==> config.mk <==
export PLATFORM = sky130hd
export DESIGN_NAME = pla_fsm
export DESIGN_NICKNAME = d
export VERILOG_FILES = /design/src/rtl/pla_pkg.sv /design/src/rtl/pla_ctrl.sv /design/src/rtl/pla_and_plane.sv /design/src/rtl/pla_or_plane.sv /design/src/rtl/pla_datapath.sv /design/src/rtl/pla_fsm.sv
export SDC_FILE = /design/constraint.sdc
export NUM_CORES = 1
export LEC_CHECK = 0
export BUFFER_PORTS_ARGS = -buffer_cell sky130_fd_sc_hd__buf_2
export CAP_MARGIN = 5
export CELL_PAD_IN_SITES_DETAIL_PLACEMENT = 1
export CELL_PAD_IN_SITES_GLOBAL_PLACEMENT = 1
export CORE_AREA = 2 2 39 41
export CTS_BUF_LIST = sky130_fd_sc_hd__clkbuf_8
export DETAILED_ROUTE_END_ITERATION = 8
export DIE_AREA = 0 0 41 43
export PLACE_DENSITY_LB_ADDON = 0.1
export REMOVE_ABC_BUFFERS = 1
export SLEW_MARGIN = 15
export SYNTH_ARGS = -nofsm -noshare
export SYNTH_HDL_FRONTEND = slang
export SYNTH_SLANG_ARGS = --single-unit
export TNS_END_PERCENT = 5
==> constraint.sdc <==
create_clock -name clk -period 2.1 [get_ports clk]
set_input_delay 0.42 -clock clk [delete_from_list [all_inputs] [get_ports clk]]
set_output_delay 0.42 -clock clk [all_outputs]
set_load 0.01 [all_outputs]
==> src/rtl/pla_pkg.sv <==
package pla_pkg;

  typedef enum logic [1:0] {
    CELL_OMIT = 2'b00,
    CELL_TRUE = 2'b01,
    CELL_COMP = 2'b10,
    CELL_ZERO = 2'b11
  } cell_e;

  typedef struct packed {
    logic clrIn;
    logic clrOut;
  } strobe_t;

endpackage

==> src/rtl/pla_ctrl.sv <==
module pla_ctrl
  import pla_pkg::*;
(
  input  logic    clk,
  input  logic    rst,
  output strobe_t strobes
);

  // Set once the capture register has loaded real data after reset.
  logic primed;

  always_ff @(posedge clk) begin
    primed <= !rst;
  end

  always_comb begin
    strobes.clrIn  = rst;
    strobes.clrOut = rst || !primed;
  end

endmodule

==> src/rtl/pla_and_plane.sv <==
module pla_and_plane
  import pla_pkg::*;
#(
  parameter int NUM_COL = 5,
  parameter int NUM_PT  = 9,
  parameter logic [NUM_PT*NUM_COL*2-1:0] AND_MAP = '0
) (
  input  logic [NUM_COL-1:0] colIn,
  output logic [NUM_PT-1:0]  termOut
);

  logic [NUM_PT-1:0][NUM_COL-1:0] cellPass;

  for (genvar p = 0; p < NUM_PT; p++) begin : g_term
    for (genvar c = 0; c < NUM_COL; c++) begin : g_cell
      localparam logic [1:0] CODE = AND_MAP[(p*NUM_COL+c)*2 +: 2];
      if (CODE == CELL_TRUE) begin : g_true
        assign cellPass[p][c] = colIn[c];
      end else if (CODE == CELL_COMP) begin : g_comp
        assign cellPass[p][c] = ~colIn[c];
      end else if (CODE == CELL_ZERO) begin : g_zero
        // both polarities connected: x & ~x
        assign cellPass[p][c] = colIn[c] & ~colIn[c];
      end else begin : g_omit
        assign cellPass[p][c] = 1'b1;
      end
    end
    assign termOut[p] = &cellPass[p];
  end

endmodule

==> src/rtl/pla_or_plane.sv <==
module pla_or_plane #(
  parameter int NUM_PT  = 9,
  parameter int NUM_SUM = 6,
  parameter logic [NUM_SUM*NUM_PT-1:0] OR_MAP = '0
) (
  input  logic [NUM_PT-1:0]  termIn,
  output logic [NUM_SUM-1:0] sumOut
);

  for (genvar s = 0; s < NUM_SUM; s++) begin : g_sum
    localparam logic [NUM_PT-1:0] SEL = OR_MAP[s*NUM_PT +: NUM_PT];
    if (SEL == '0) begin : g_empty
      assign sumOut[s] = 1'b0;
    end else begin : g_wired
      assign sumOut[s] = |(termIn & SEL);
    end
  end

endmodule

==> src/rtl/pla_datapath.sv <==
module pla_datapath
  import pla_pkg::*;
#(
  parameter int NUM_IN  = 3,
  parameter int NUM_ST  = 2,
  parameter int NUM_OUT = 4,
  localparam int NUM_COL = NUM_IN + NUM_ST,
  localparam int NUM_SUM = NUM_OUT + NUM_ST
) (
  input  logic               clk,
  input  strobe_t            strobes,
  input  logic [NUM_IN-1:0]  dataIn,
  input  logic [NUM_SUM-1:0] sumIn,
  output logic [NUM_COL-1:0] capturedIn,
  output logic [NUM_OUT-1:0] dataOut,
  output logic [NUM_ST-1:0]  stateOut
);

  logic [NUM_SUM-1:0] resultReg;

  // capture stage: first phase
  always_ff @(posedge clk) begin
    if (strobes.clrIn) capturedIn <= '0;
    else               capturedIn <= {resultReg[NUM_SUM-1:NUM_OUT], dataIn};
  end

  // result stage: second phase
  always_ff @(negedge clk) begin
    if (strobes.clrOut) resultReg <= '0;
    else                resultReg <= sumIn;
  end

  assign dataOut  = resultReg[NUM_OUT-1:0];
  assign stateOut = resultReg[NUM_SUM-1:NUM_OUT];

endmodule

==> src/rtl/pla_fsm.sv <==
module pla_fsm
  import pla_pkg::*;
#(
  parameter int NUM_IN  = 3,
  parameter int NUM_ST  = 2,
  parameter int NUM_PT  = 9,
  parameter int NUM_OUT = 4,
  localparam int NUM_COL = NUM_IN + NUM_ST,
  localparam int NUM_SUM = NUM_OUT + NUM_ST,
  // default personality: enable-driven 2-bit counter plus fixed outputs
  parameter logic [NUM_PT*NUM_COL*2-1:0] AND_MAP = {
    10'b00_00_01_10_00, 10'b00_00_10_01_00, 10'b00_00_00_11_00,
    10'b01_10_00_00_00, 10'b01_00_00_00_10, 10'b10_01_00_00_01,
    10'b00_01_00_00_10, 10'b00_10_00_00_01, 10'b00_00_00_00_00},
  parameter logic [NUM_SUM*NUM_PT-1:0] OR_MAP = {
    9'b000111000, 9'b000000110, 9'b110000000,
    9'b000000000, 9'b001000000, 9'b000000001}
) (
  input  logic               clk,
  input  logic               rst,
  input  logic [NUM_IN-1:0]  dataIn,
  output logic [NUM_OUT-1:0] dataOut,
  output logic [NUM_ST-1:0]  stateOut
);

  strobe_t            strobes;
  logic [NUM_COL-1:0] capturedIn;
  logic [NUM_PT-1:0]  terms;
  logic [NUM_SUM-1:0] sums;

  pla_ctrl u_ctrl (
    .clk     (clk),
    .rst     (rst),
    .strobes (strobes)
  );

  pla_and_plane #(
    .NUM_COL (NUM_COL),
    .NUM_PT  (NUM_PT),
    .AND_MAP (AND_MAP)
  ) u_and (
    .colIn   (capturedIn),
    .termOut (terms)
  );

  pla_or_plane #(
    .NUM_PT  (NUM_PT),
    .NUM_SUM (NUM_SUM),
    .OR_MAP  (OR_MAP)
  ) u_or (
    .termIn (terms),
    .sumOut (sums)
  );

  pla_datapath #(
    .NUM_IN  (NUM_IN),
    .NUM_ST  (NUM_ST),
    .NUM_OUT (NUM_OUT)
  ) u_dp (
    .clk        (clk),
    .strobes    (strobes),
    .dataIn     (dataIn),
    .sumIn      (sums),
    .capturedIn (capturedIn),
    .dataOut    (dataOut),
    .stateOut   (stateOut)
  );

endmodule

# After elaboration in Yosys (flattened, before gate mapping)
# Cells that the tools add are included.
[op_classes]
n_reduce_logical = 13
bitwise_logic = 5
mux = 1
[ops]
columns = ["cell", "n"]
rows = [
  ["$reduce_and A2 Y1", 6],
  ["$not A1 Y1", 5],
  ["$reduce_or A2 Y1", 2],
  ["$reduce_and A3 Y1", 1],
  ["$reduce_or A3 Y1", 1],
  ["$logic_not A1 Y1", 2],
  ["$logic_or A1 B1 Y1", 1],
  ["$mux W1", 1],
]
[word_totals]
output_inout_bits = 6
elab_cells = 23
regBits = 12

# Depth between registers and ports, before layout
# Gate-level depths: netlist (run 1).
[depth]
word_depth = 3
depth_mapped = 2
depth_no_buf = 2

# Hierarchy
# A second synthesis (run 1) with hierarchy kept.
[hier_totals]
hier_cells = 45
area_unflattened_um2 = 450.4
[by_module_without_submodules]
columns = ["module", "cells_per_inst", "seq_area_each_um2", "instances", "area_per_inst_um2"]
rows = [
  ["pla_datapath", 23, 220.2, 1, 292.8],
  ["pla_and_plane", 11, 0.0, 1, 75.1],
  ["pla_or_plane", 7, 0.0, 1, 45.0],
  ["pla_ctrl", 4, 20.0, 1, 37.5],
]

==> results of run 1 <==
==> timing repair <==
action / 4_1_cts / 5_1_grt
resized for setup: 4 / 2
setup buffers: 1 / 0
endpoints found under the setup margin: 4 / 4
pin swaps: 0 / 0
cloned: 0 / 0
==> stage by stage <==
stage / area [sq um] / cells
6_report: 474 / 61
5_1_grt: 474 / 61
3_3_place_gp: 387 / 53
2_1_floorplan: 319 / 28
3_5_place_dp: 387 / 53
4_1_cts: 467 / 61
==> power groups by stage <==
stage / Clock (mW) / Combinational [mW] / Sequential, mW
floorplan: 0.0148 / 0.0108 / 0.206
global placement: 0.0148 / 0.0218 / 0.204
detailed placement: 0.0148 / 0.0224 / 0.205
CTS: 0.238 / 0.0233 / 0.202
global route: 0.259 / 0.0269 / 0.203
finish: 0.229 / 0.0237 / 0.202
==> Yosys cell counts <==
cell type,number,share of area
buf_4,2,0.045
xnor2_1,2,0.053
nand3b_1,1,0.023
a21oi_2,1,0.027
inv_1,3,0.034
dfxtp_1,10,0.61
nand2b_4,1,0.042
a21bo_1,1,0.030
nor2_1,2,0.023
conb_1,1,0.011
nor2b_1,2,0.038
and2b_1,3,0.068
==> state kept, by name, summed over array words and instances (netlist names) <==
signal / cells
u_dp.capturedIn: 5
u_ctrl.primed: 1
u_dp.resultReg: 4
==> cell type report <==
type / count / area, sq um
clock buffers: 3 / 41.3
clock inverters: 5 / 20.0
fillers: 165 / 910
inverters: 2 / 7.51
multi-input cells: 15 / 108
flip-flops and latches: 10 / 204
well taps: 16 / 20.0
repair buffers: 10 / 73.8
==> layer usage <==
layer	GRT usage	routed length, um	vias up
met5	0	0	-
met3	0.0314	48	0
li1	-	-	113
met4	0.0600	0	0
met2	0.144	300	9
met1	0.0918	208	107
==> logic make-up (layout without fill, tap and decap cells) <==
family	count (synthesis)	count (layout)
AOI/OAI and AO/OA	2	2
buffers and inverters	5	20
xor gates and xnor gates	2	2
other	1	2
DFF	10	10
and+or+nand+nor	9	9
==> worst max path at each step <==
stage / slack (ns) / cells after the start / end
floorplan: 0.29 / 0 / stateOut[1]
global placement: 0.21 / 1 / stateOut[1]
detailed placement: 0.17 / 1 / stateOut[1]
CTS: -0.10 / 1 / stateOut[1]
global route: -0.13 / 1 / dataOut[3]
finish: -0.1 / 1 / stateOut[1]
==> results.sh, run 1 <==
export IMPL_arrival_ns=1.78
export IMPL_rows=14
export IMPL_vias=229
export IMPL_crit_path_max_incr_delay_ns=0.32
export IMPL_syn_avg_cell_area_sq_um=11.4
export IMPL_areaGrowthSynthToFinish_pct=43.6
export IMPL_crit_path_start_kind="flop"
export IMPL_drive_gt1_frac=0.422
export IMPL_power_mw=0.455
export IMPL_cts_tree="done"
export IMPL_path_buf_inv=1
export IMPL_cp_startpoint="u_dp.resultReg[5]"
export IMPL_cts_made_buffers=3
export IMPL_setup_viol=4
export IMPL_hold_viol=0
export IMPL_cp_required_ns=1.68
export IMPL_ff2ff_setup_slack_ns=0.30
export IMPL_end_kind="output pin"
export IMPL_synth_simple_area_share=0.193
export IMPL_drv_slew=0
export IMPL_postCtsHoldBufs=0
export IMPL_drc_errors=0
export IMPL_cts_sinks=10
export IMPL_avgRoutedWirePerCell_um=9.13
export IMPL_pin_count=11
export IMPL_ys_ff_latch=10
export IMPL_timing_setup_tns_ns=-0.342
export IMPL_first_iter_violations=1
export IMPL_r2r_cells=2
export IMPL_p_comb_frac=0.052
export IMPL_port_buffers=8
export IMPL_antennaDiodeCount=0
export IMPL_reg2reg_to="u_dp.capturedIn[4]"
export IMPL_htreeDepth=1
export IMPL_ys_warn_count=0
export IMPL_cts_root_buf="clkbuf_8"
export IMPL_critPathSlowestCell="dfxtp_2"
export IMPL_clk_pin_slew_ns=0.05
export IMPL_seqPwrFrac=0.444
export IMPL_status="finished with violations"
export IMPL_critPathKind="flop to output pin"
export IMPL_pwr_share_clk=0.504
export IMPL_synth_compound_area_frac=0.0568
export IMPL_drv_cap=0
export IMPL_synth_xor_area_frac=0.0530
export IMPL_synth_area_mux_share=0
export IMPL_critical_path_top_delay_family="flip-flops"
export IMPL_gr_total_overflow=0
export IMPL_netlist_area_sq_um=330
export IMPL_hold_class="input port to flop"
export IMPL_antenna_found_initial=0
export IMPL_track_usage=0.0899
export IMPL_mostFrequentLayoutCell="dfxtp_1"
export IMPL_pre_cts_ws_ns=0.174
export IMPL_power_internal_mw=0.352
export IMPL_layout_cells_most_common_list="7 x dfxtp_1, 6 x inv_1, 5 x buf_2"
export IMPL_r2r_start="u_dp.resultReg[5]"
export IMPL_netSwitchingPower_mw=0.103
export IMPL_coreArea_sq_mm=0.00138
export IMPL_nNetsFinal=51
export IMPL_ant_nets=0
export IMPL_grt_pass1_wl_mm=1.00
export IMPL_worst_slack_ns=-0.0984
export IMPL_hp_start="dataIn[1]"
export IMPL_finClkSkew_ns=0.0706
export IMPL_synthAdderAreaFrac=0
export IMPL_path_cells="buf_6"
export IMPL_detailedRoute_firstPassIterationCount=2
export IMPL_grt_max_degree=7
export IMPL_wirelength_um=557
export IMPL_hold_end="u_dp.capturedIn[1]"
export IMPL_hold_path_depth=2
export IMPL_die_x_um=41
export IMPL_clk_latency_ns=0.30
export IMPL_gp_congestion=0.598
export IMPL_switching_share=0.226
export IMPL_via_per_inst=3.75
export IMPL_dieArea_sq_mm=0.00176
export IMPL_clk_path_buf_depth=2
export IMPL_die_y_um=43
export IMPL_utilization=0.343
export IMPL_rsz0062_at_grt="yes"
export IMPL_yosysUniqueCellTypes=12
export IMPL_synth_top_family_by_area="simple AND/OR/NAND/NOR gates"
export IMPL_ys_seq_area_frac=0.606
export IMPL_timing_hold_ws_ns=0.394
export IMPL_grt_pass1_vias=270
export IMPL_p_per_area_mw_per_mm2=960
export IMPL_violations="setup timing"
export IMPL_p_leak_nw=0.240
export IMPL_start_util=0.239
export IMPL_vdd_drop_max_mv=0.302
export IMPL_cp_max_fo=2
export IMPL_synth_cells=29
(Power assumes the default switching activity.)
==> inputs of run 2 (changes only) <==
Settings changed: RECOVER_POWER set to 100.
==> results.sh, run 2 (synthesis gave the netlist of run 1 again) <==
export IMPL_antenna_found_initial=0
export IMPL_place_area_sq_um=387
export IMPL_gr_total_overflow=0
export IMPL_wirelength_um=572
export IMPL_vias=230
export IMPL_dieArea_sq_mm=0.00176
export IMPL_utilization=0.331
export IMPL_critPathKind="flop to output pin"
export IMPL_die_x_um=41
export IMPL_htreeDepth=1
export IMPL_arrival_ns=1.78
export IMPL_violations="setup timing"
export IMPL_cts_root_buf="clkbuf_8"
export IMPL_p_comb_frac=0.047
export IMPL_power_internal_mw=0.350
export IMPL_status="finished with violations"
export IMPL_grt_pass1_wl_mm=1.00
export IMPL_via_per_inst=3.77
export IMPL_areaGrowthSynthToFinish_pct=38.6
export IMPL_ant_nets=0
export IMPL_hold_class="input port to flop"
export IMPL_grt_max_degree=7
export IMPL_antennaDiodeCount=0
export IMPL_layout_cells_most_common_list="7 x dfxtp_1, 6 x inv_1, 4 x buf_2"
export IMPL_setup_viol=4
export IMPL_critPathSlowestCell="dfxtp_2"
export IMPL_die_y_um=43
export IMPL_switching_share=0.229
export IMPL_detailedRoute_firstPassIterationCount=2
export IMPL_clk_path_buf_depth=2
export IMPL_cts_tree="done"
export IMPL_path_cells="buf_6"
export IMPL_p_leak_nw=0.227
export IMPL_rows=14
export IMPL_avgRoutedWirePerCell_um=9.38
export IMPL_cp_max_fo=2
export IMPL_path_buf_inv=1
export IMPL_p_per_area_mw_per_mm2=991
export IMPL_postCtsHoldBufs=0
export IMPL_port_buffers=8
export IMPL_pin_count=11
export IMPL_fill_cells=168
export IMPL_first_iter_violations=1
export IMPL_gp_congestion=0.598
export IMPL_reg_top3="u_dp.capturedIn (5), u_dp.resultReg (4), u_ctrl.primed (1)"
export IMPL_mostFrequentLayoutCell="dfxtp_1"
export IMPL_crit_path_start_kind="flop"
export IMPL_netSwitchingPower_mw=0.104
export IMPL_nNetsFinal=51
export IMPL_pre_cts_ws_ns=0.174
export IMPL_clk_pin_slew_ns=0.05
export IMPL_vdd_drop_max_mv=0.305
export IMPL_grt_pass1_vias=270
export IMPL_crit_path_max_incr_delay_ns=0.32
export IMPL_start_util=0.239
export IMPL_track_usage=0.0899
export IMPL_worst_slack_ns=-0.0984
export IMPL_coreArea_sq_mm=0.00138
export IMPL_pwr_share_clk=0.509
export IMPL_hold_viol=0
export IMPL_drv_slew=0
export IMPL_clk_latency_ns=0.30
export IMPL_largest_reg_flops=5
export IMPL_cp_required_ns=1.68
export IMPL_cts_made_buffers=3
export IMPL_drv_cap=0
export IMPL_drive_gt1_frac=0.333
export IMPL_drc_errors=0
export IMPL_cts_sinks=10
export IMPL_rsz0062_at_grt="yes"
export IMPL_fin_area_sq_um=458
export IMPL_finClkSkew_ns=0.0689
export IMPL_top_register="u_dp.capturedIn"
export IMPL_end_kind="output pin"
export IMPL_seqPwrFrac=0.444
export IMPL_critical_path_top_delay_family="flip-flops"
==> run 2: cell count changes in the layout (fill, tap and decap cells not counted), sizes merged <==
cell / previous run / this run
buf: 10 / 8
clkbuf: 3 / 5
==> run 2: final timing paths <==
kind	from	to	slack, ns	cells past startpoint
setup / recovery	u_dp.resultReg[5]	stateOut[1]	-0.1	1
hold / removal	dataIn[1]	u_dp.capturedIn[1]	0.39	2
setup reg to reg	u_dp.resultReg[5]	u_dp.capturedIn[4]	0.30	2
hold reg to reg	u_dp.capturedIn[2]	u_dp.resultReg[3]	1.48	2
==> run 2: metrics by stage <==
stage                     power, mW  hold slack (ns)  cells  setup TNS [ns]
after global placement        0.241            0.625     53               0
after global routing          0.486            0.407     61          -0.483
final                         0.454            0.394     61          -0.342
after floorplan               0.231            0.477     28               0
after CTS                     0.463            0.391     61          -0.363
after detailed placement      0.242            0.634     53               0
==> run 2: final cells by class <==
class | count | area, sq um | share of cell area
clock buffer | 3 | 41.3 | 0.0902
timing repair buffer | 10 | 68.8 | 0.150
multi-input combinational | 15 | 96.3 | 0.210
clock inverter | 5 | 20.0 | 0.0437
tap | 16 | 20.0 | 0.0437
inverter | 2 | 7.51 | 0.0164
sequential | 10 | 204 | 0.445
==> run 2: power by group through the flow <==
stage | logic [mW] | registers [mW] | clock network, mW
2_1_floorplan | 0.0108 | 0.206 | 0.0148
3_3_place_gp | 0.0218 | 0.204 | 0.0148
3_5_place_dp | 0.0224 | 0.205 | 0.0148
4_1_cts | 0.0233 | 0.202 | 0.238
5_1_grt | 0.0244 | 0.202 | 0.259
6_report | 0.0214 | 0.202 | 0.231
==> run 2: what timing repair did <==
action / 4_1_cts / 5_1_grt
endpoints found under the setup margin: 4 / 4
endpoints found under the hold margin: 0 / 0
gates resized for setup: 4 / 2
buffers inserted: 1 / 0
==> run 2: per-layer routing <==
layer	vias up	share of wire	GRT usage
met5	-	0	0
met4	0	0	0.0600
met3	0	0.086	0.0314
met2	9	0.52	0.144
met1	108	0.40	0.0918
li1	113	-	-
==> inputs of run 3 (changes only) <==
Settings changed: PLACE_DENSITY_LB_ADDON 0.1 to 0.25.
==> results.sh, run 3 (synthesis gave the netlist of run 1 again) <==
export IMPL_reg2reg_to="u_dp.resultReg[5]"
export IMPL_clk_latency_ns=0.30
export IMPL_hold_end="u_dp.capturedIn[0]"
export IMPL_grt_pass1_wl_um=862
export IMPL_power_mw=0.491
export IMPL_dp_cells=53
export IMPL_areaGrowthSynthToFinish_pct=38.3
export IMPL_cts_made_buffers=3
export IMPL_r2r_cells=2
export IMPL_start_util=0.239
export IMPL_die_x_um=41
export IMPL_hp_start="dataIn[0]"
export IMPL_drv_slew=0
export IMPL_p_leak_nw=0.227
export IMPL_clk_path_buf_depth=2
export IMPL_avgRoutedWirePerCell_um=8.43
export IMPL_clk_pin_slew_ns=0.05
export IMPL_port_buffers=8
export IMPL_die_y_um=43
export IMPL_violations="setup timing"
export IMPL_crit_path_max_incr_delay_ns=0.31
export IMPL_ant_nets=0
export IMPL_finClkSkew_ns=0.0668
export IMPL_drive_gt1_frac=0.341
export IMPL_gp_congestion=0.610
export IMPL_switching_share=0.217
export IMPL_track_usage=0.0856
export IMPL_antennaDiodeCount=0
export IMPL_seqPwrFrac=0.410
export IMPL_wirelength_um=506
export IMPL_ff2ff_setup_slack_ns=0.41
export IMPL_cp_max_fo=2
export IMPL_pwr_share_clk=0.549
export IMPL_path_cells="buf_6"
export IMPL_rsz0062_at_grt="yes"
export IMPL_drv_cap=0
export IMPL_end_kind="output pin"
export IMPL_drc_errors=0
export IMPL_mostFrequentLayoutCell="dfxtp_1"
export IMPL_cts_root_buf="clkbuf_8"
export IMPL_setup_viol=4
export IMPL_cp_required_ns=1.68
export IMPL_vias=225
export IMPL_vdd_drop_max_mv=0.385
export IMPL_htreeDepth=1
export IMPL_largest_reg_flops=5
export IMPL_status="finished with violations"
export IMPL_p_comb_frac=0.041
export IMPL_antenna_found_initial=0
export IMPL_grt_pass1_vias=199
export IMPL_dieArea_sq_mm=0.00176
export IMPL_hold_viol=0
export IMPL_postCtsSetupBuffers=0
export IMPL_rows=14
export IMPL_reg_top3="u_dp.capturedIn (5), u_dp.resultReg (4), u_ctrl.primed (1)"
export IMPL_cts_tree="done"
export IMPL_gr_total_overflow=0
export IMPL_detailedRoute_firstPassIterationCount=1
export IMPL_first_iter_violations=0
export IMPL_arrival_ns=1.78
export IMPL_crit_path_start_kind="flop"
export IMPL_via_per_inst=3.75
export IMPL_finalNonFillerCells=60
export IMPL_layout_cells_most_common_list="8 x dfxtp_1, 6 x inv_1, 6 x buf_2, 4 x clkbuf_8, 3 x and2b_1"
export IMPL_worst_slack_ns=-0.0989
export IMPL_coreArea_sq_mm=0.00138
export IMPL_fin_area_sq_um=457
export IMPL_p_per_area_mw_per_mm2=1070
export IMPL_hold_class="input port to flop"
export IMPL_critPathSlowestCell="dfxtp_2"
export IMPL_r2r_start="u_dp.capturedIn[0]"
export IMPL_path_buf_inv=1
export IMPL_place_area_sq_um=387
export IMPL_top_register="u_dp.capturedIn"
export IMPL_critical_path_top_delay_family="flip-flops"
export IMPL_netSwitchingPower_mw=0.106
export IMPL_hold_path_depth=2
export IMPL_pin_count=11
export IMPL_nNetsFinal=50
export IMPL_cts_sinks=10
export IMPL_pre_cts_ws_ns=0.197
export IMPL_critPathKind="flop to output pin"
export IMPL_grt_max_degree=7
export IMPL_power_internal_mw=0.384
[run 3: changes by cell type in the layout (fill, tap and decap cells not counted)]
cell and change:
a21oi_2 +1, clkbuf_8 +1, buf_2 +2, clkinv_2 -1, buf_6 -1, dfxtp_2 -1
buf_4 -1, clkbuf_1 -1, a21oi_1 -1, dfxtp_1 +1
[run 3: timing repair]
item | in CTS | in global routing
hold buffers | 0 | 0
endpoints found under the setup margin | 4 | 4
resized for setup | 4 | 0
gates cloned | 0 | 0
[run 3: layer usage]
layer	part of all wire	global-route usage
met2	0.39	0.0938
met4	0.079	0.120
met1	0.41	0.0909
met3	0.12	0.0471
met5	0	0
[run 3: how the worst max path moves through the flow]
stage,start,to,slack (ns),depth (start not counted)
finish,u_dp.resultReg[4],stateOut[0],-0.1,1
global placement,u_dp.resultReg[5],stateOut[1],0.21,1
floorplan,u_dp.resultReg[5],stateOut[1],0.29,0
CTS,u_dp.resultReg[4],stateOut[0],-0.11,1
global route,u_dp.resultReg[3],dataOut[3],-0.12,1
detailed placement,u_dp.resultReg[5],stateOut[1],0.20,1
[run 3: layout make-up]
type	instances	area, sq um
fillers	162	927
clock inverters	4	15.0
clock buffers	4	55.1
well taps	16	20.0
repair buffers	9	56.3
flip-flops and latches	10	203
multi-input cells	15	100
inverters	2	7.51
[run 3: power groups by stage]
stage | clock, mW | combinational [mW] | sequential [mW]
2_1_floorplan | 0.0148 | 0.0108 | 0.206
3_3_place_gp | 0.0148 | 0.0214 | 0.204
3_5_place_dp | 0.0148 | 0.0219 | 0.205
4_1_cts | 0.279 | 0.0227 | 0.202
5_1_grt | 0.293 | 0.0230 | 0.202
6_report | 0.269 | 0.0203 | 0.201
[run 3: stage by stage]
| step | TNS, ns | hold slack (ns) | utilization |
|---|---|---|---|
| 2_1_floorplan | 0 | 0.477 | - |
| 3_3_place_gp | 0 | 0.627 | 0.279 |
| 3_5_place_dp | 0 | 0.630 | 0.279 |
| 4_1_cts | -0.375 | 0.381 | 0.338 |
| 5_1_grt | -0.474 | 0.392 | 0.330 |
| 6_report | -0.337 | 0.385 | 0.330 |
